--- src/rtl/cfg_router_pkg.sv ---
package cfg_router_pkg;
  // strobes from control to datapath
  typedef struct packed {
    logic fwd;   // forward the write to the decoded module
    logic drop;  // accept and discard (index out of range)
  } routeStrobe_t;
endpackage

--- src/rtl/cfg_router_ctrl.sv ---
module cfg_router_ctrl
  import cfg_router_pkg::*;
#(
  parameter int NUM_MODULES = 4,
  parameter int MOD_IDX_W   = 3
) (
  input  logic                   clk,
  input  logic                   rst,
  input  logic                   hostValid,
  input  logic [MOD_IDX_W-1:0]   modIdx,
  input  logic [NUM_MODULES-1:0] modReady,
  output logic                   hostReady,
  output routeStrobe_t           strobe
);
  localparam logic [MOD_IDX_W-1:0] LAST_IDX = MOD_IDX_W'(NUM_MODULES - 1);

  logic inRange;
  logic targetReady;

  assign inRange = (modIdx <= LAST_IDX);

  always_comb begin
    targetReady = 1'b0;
    for (int k = 0; k < NUM_MODULES; k++) begin
      if (modIdx == MOD_IDX_W'(k)) targetReady = modReady[k];
    end
  end

  always_comb begin
    if (rst)          hostReady = 1'b0;
    else if (inRange) hostReady = targetReady;
    else              hostReady = 1'b1;
  end

  always_comb begin
    strobe.fwd  = hostValid && hostReady && inRange;
    strobe.drop = hostValid && hostReady && !inRange;
  end


  rst_holds_host_chk: assert property (@(posedge clk) rst |-> !hostReady);

  drop_ready_chk: assert property (@(posedge clk) disable iff (rst)
    !inRange |-> hostReady);

  busy_stall_chk: assert property (@(posedge clk) disable iff (rst)
    (inRange && !targetReady) |-> (!hostReady && !strobe.fwd));
endmodule

--- src/rtl/cfg_router_dp.sv ---
module cfg_router_dp
  import cfg_router_pkg::*;
#(
  parameter int NUM_MODULES = 4,
  parameter int MOD_IDX_W   = 3,
  parameter int REG_IDX_W   = 8,
  parameter int DATA_W      = 32
) (
  input  logic                                  clk,
  input  logic                                  rst,
  input  logic [MOD_IDX_W+REG_IDX_W+DATA_W-1:0] hostData,
  input  logic [NUM_MODULES-1:0]                modReady,
  input  logic                                  hostValid,
  input  routeStrobe_t                          strobe,
  output logic [MOD_IDX_W-1:0]                  modIdx,
  output logic [DATA_W-1:0]                     busData,
  output logic [REG_IDX_W-1:0]                  busAddr,
  output logic [NUM_MODULES-1:0]                busSelect
);
  localparam int HOST_W  = MOD_IDX_W + REG_IDX_W + DATA_W;
  localparam int ADDR_LO = DATA_W;
  localparam int MOD_LO  = DATA_W + REG_IDX_W;

  assign busData = hostData[DATA_W-1:0];
  assign busAddr = hostData[MOD_LO-1:ADDR_LO];
  assign modIdx  = hostData[HOST_W-1:MOD_LO];

  for (genvar k = 0; k < NUM_MODULES; k++) begin : g_sel
    assign busSelect[k] = strobe.fwd && (modIdx == MOD_IDX_W'(k));
  end


  one_select_chk: assert property (@(posedge clk) disable iff (rst)
    $onehot0(busSelect));

  select_safe_chk: assert property (@(posedge clk) disable iff (rst)
    (busSelect & ~modReady) == '0);

  idle_no_select_chk: assert property (@(posedge clk) disable iff (rst)
    !hostValid |-> (busSelect == '0));

  drop_no_select_chk: assert property (@(posedge clk) disable iff (rst)
    strobe.drop |-> (busSelect == '0));

  rst_no_select_chk: assert property (@(posedge clk) rst |-> (busSelect == '0));
endmodule

--- src/rtl/cfg_bus_router.sv ---
module cfg_bus_router
  import cfg_router_pkg::*;
#(
  parameter int NUM_MODULES = 4,
  parameter int MOD_IDX_W   = 3,
  parameter int REG_IDX_W   = 8,
  parameter int DATA_W      = 32
) (
  input  logic                                  clk,
  input  logic                                  rst,
  input  logic [MOD_IDX_W+REG_IDX_W+DATA_W-1:0] hostData,
  input  logic                                  hostValid,
  output logic                                  hostReady,
  output logic [DATA_W-1:0]                     busData,
  output logic [REG_IDX_W-1:0]                  busAddr,
  output logic [NUM_MODULES-1:0]                busSelect,
  input  logic [NUM_MODULES-1:0]                modReady
);
  routeStrobe_t           strobe;
  logic [MOD_IDX_W-1:0]   modIdx;

  cfg_router_ctrl #(
    .NUM_MODULES(NUM_MODULES), .MOD_IDX_W(MOD_IDX_W)
  ) i_ctrl (
    .clk(clk), .rst(rst), .hostValid(hostValid), .modIdx(modIdx),
    .modReady(modReady), .hostReady(hostReady), .strobe(strobe)
  );

  cfg_router_dp #(
    .NUM_MODULES(NUM_MODULES), .MOD_IDX_W(MOD_IDX_W),
    .REG_IDX_W(REG_IDX_W), .DATA_W(DATA_W)
  ) i_dp (
    .clk(clk), .rst(rst), .hostData(hostData), .modReady(modReady),
    .hostValid(hostValid), .strobe(strobe), .modIdx(modIdx),
    .busData(busData), .busAddr(busAddr), .busSelect(busSelect)
  );


  select_handshake_chk: assert property (@(posedge clk) disable iff (rst)
    (busSelect != '0) |-> (hostValid && hostReady));
endmodule

--- config.mk ---
export PLATFORM = sky130hd
export DESIGN_NAME = cfg_bus_router
export DESIGN_NICKNAME = d
export VERILOG_FILES = /design/src/rtl/cfg_router_pkg.sv /design/src/rtl/cfg_router_ctrl.sv /design/src/rtl/cfg_router_dp.sv /design/src/rtl/cfg_bus_router.sv
export SDC_FILE = /design/constraint.sdc
export NUM_CORES = 1
export LEC_CHECK = 0
export ABC_AREA = 1
export CAP_MARGIN = 10
export CELL_PAD_IN_SITES_DETAIL_PLACEMENT = 0
export CELL_PAD_IN_SITES_GLOBAL_PLACEMENT = 1
export CORE_UTILIZATION = 10
export DETAILED_ROUTE_END_ITERATION = 12
export MAX_ROUTING_LAYER = met4
export PLACE_DENSITY_LB_ADDON = 0.1
export RECOVER_POWER = 50
export SETUP_SLACK_MARGIN = 0.02
export SLEW_MARGIN = 0
export SYNTH_ARGS = -nofsm -noshare
export SYNTH_HDL_FRONTEND = slang
export SYNTH_SLANG_ARGS = --single-unit
export TNS_END_PERCENT = 50
--- constraint.sdc ---
create_clock -name vclk -period 1.5
set_input_delay 0.3 -clock vclk [all_inputs]
set_output_delay 0.3 -clock vclk [all_outputs]
set_load 0.05 [all_outputs]
==> out/results.tsv <==
metric	value	unit
most area-consuming cells after synthesis	buf_4 (73%), nor2_1 (5.5%), nand3_1 (4.9%)	
f_max	0.647	GHz
max_slew headroom	89.2	%
Cell variety after synth	10	
final instance area	538	um^2
Port Buffers	14	
# diodes	0	
top-count cell post-synth	buf_4	
sequential cell count	0	
mapped cell area	410	um^2
total power	0.122	mW
# clk buffers	0	
DRT Pass-1 Iters	2	
Synth top area share	73.2	%
Startpoint Class	primary input	
Synth top cells by count	buf_4 (40), nor2_1 (6), inv_1 (5), nand2_1 (5), nand3_1 (4)	
Synth Instances	65	
# DRC	0	
Placeable Area	3800	um^2
GRT Util Overall	4.33	%
Die H	66.1	um
Mapped Nets	115	
CP Buf/Inv Count	3	
Synth warnings	0	
Post-Route WL	994	um
FF/Latch Area	0	um^2
area of the die	4360	um^2
DRT iter0 DRCs	2	
Final Core Density	14.2	%
Crit-path slowest cell	nor2_4	
I/O pins	95	
Seq/Total Area, Yosys	0	%
crit-path max FO	4	
Hold Crit Class	primary input to output port	
via count	283	
setup ws final	-0.0454	ns
crit-path max cell delay	0.16	ns
power per cell area	227	nW/um^2
Non-Filler Instances	97	
Final Hold Viols	0	
Pleak	0.206	nW
HPWL after DPL	781	um
violated checks	setup timing	
Initial Util	10.8	%
CP startpoint	hostData[42]	
layout cell share with drive strength beyond 1	75.5	%
Tcrit/Tclk final	103	%
min-delay src	hostData[34]	
fin nets	101	
setup TNS	-0.143	ns
Worst EP arrival	1.25	ns
Placement Cell Area	412	um^2
initial antenna violation count	0	
largest net degree at the start of global routing	6	
final critical-path required period	1.55	ns
Mean Syn Cell Area	6.31	um^2
status	complete, but fails checks	
Max Cap Violations	0	
Final ANT Viol Nets	0	
global-route wire length before repair	1.45	mm
final slew viol count	0	
CP required	1.20	ns
CP top delay family	simple AND/OR/NAND/NOR gates	
Critical Path End Type	output port	
Horiz. Die Dim	66.1	um
worst IR drop on VDD	0.0000290	V
cell chain of the critical path	buf_8 > inv_2 > nand3_4 > nor2_4 > nor2_2 > nand2_2 > nand3_4 > nor2_4 > buf_12	
vias in the first global route	328	
number of core rows	22	
WHS	0.600	ns
cell type with the largest total area after synthesis	buf_4	
DR vias/cell	2.92	
routability cong.	0.611	
Setup WS pre-CTS	-0.579	ns
number of cells after detailed placement	92	
unrepaired setup endpoints after global routing	true	
actual slew at the worst max-slew pin	0.162	ns
CP Class	primary input to output port	
global route overflow	0	
area grow syn2layout	31.1	%
wire length per cell	10.2	um
final setup fails	4	
cells in the final DEF (no fill, tap or decap):
cell type,netlist,layout
nand2_1,5,3
inv_2,1,3
nor2_4,0,6
dlygate4sd2_1,0,5
nand2_2,0,2
inv_4,0,1
buf_4,40,10
o21ai_2,0,1
nand3_1,4,1
clkdlybuf4s15_1,0,1
buf_8,0,2
buf_12,0,5
a21oi_4,0,1
nand3_4,0,2
nor2_2,1,1
inv_1,5,2
nand3_2,1,2
buf_6,0,1
final timing paths:
check / slack (ns) / cells past startpoint / to
min: 0.60 / 0 / busAddr[2]
max: -0.05 / 9 / busSelect[3]
routing by layer:
metal / wire [um] / track usage (%) / share of wire [%]
met4: 9 / 1.86 / 0.91
met3: 112 / 1.55 / 11
met5: 0 / - / 0
met2: 615 / 8.67 / 62
met1: 256 / 3.46 / 26
timing repair:
action / in CTS / in global routing
gates resized for setup: 46 / 2
pin swaps: 11 / 7
buffers inserted: 5 / 0
setup endpoints to repair: 5 / 5
hold buffers: 0 / 0
layout make-up:
class,instances,area [um^2]
Timing Repair Buffer,24,270
Fill cell,443,3260
Tap cell,48,60.1
Inverter,6,25.0
Multi-Input combinational cell,19,183
power by group:
group	switching [mW]	internal, mW
Sequential	0	0
Combinational	0.0603	0.0619
Clock	0	0
cells by family (layout without fill, tap and decap cells):
family	after synthesis	count (layout)	synth area share, %
AO/OA/AOI/OAI	2	2	2.44
buffers and inverters	46	30	78.7
AND/OR/NAND/NOR	17	17	18.9
Note: power is estimated with default switching activity, not from simulation.
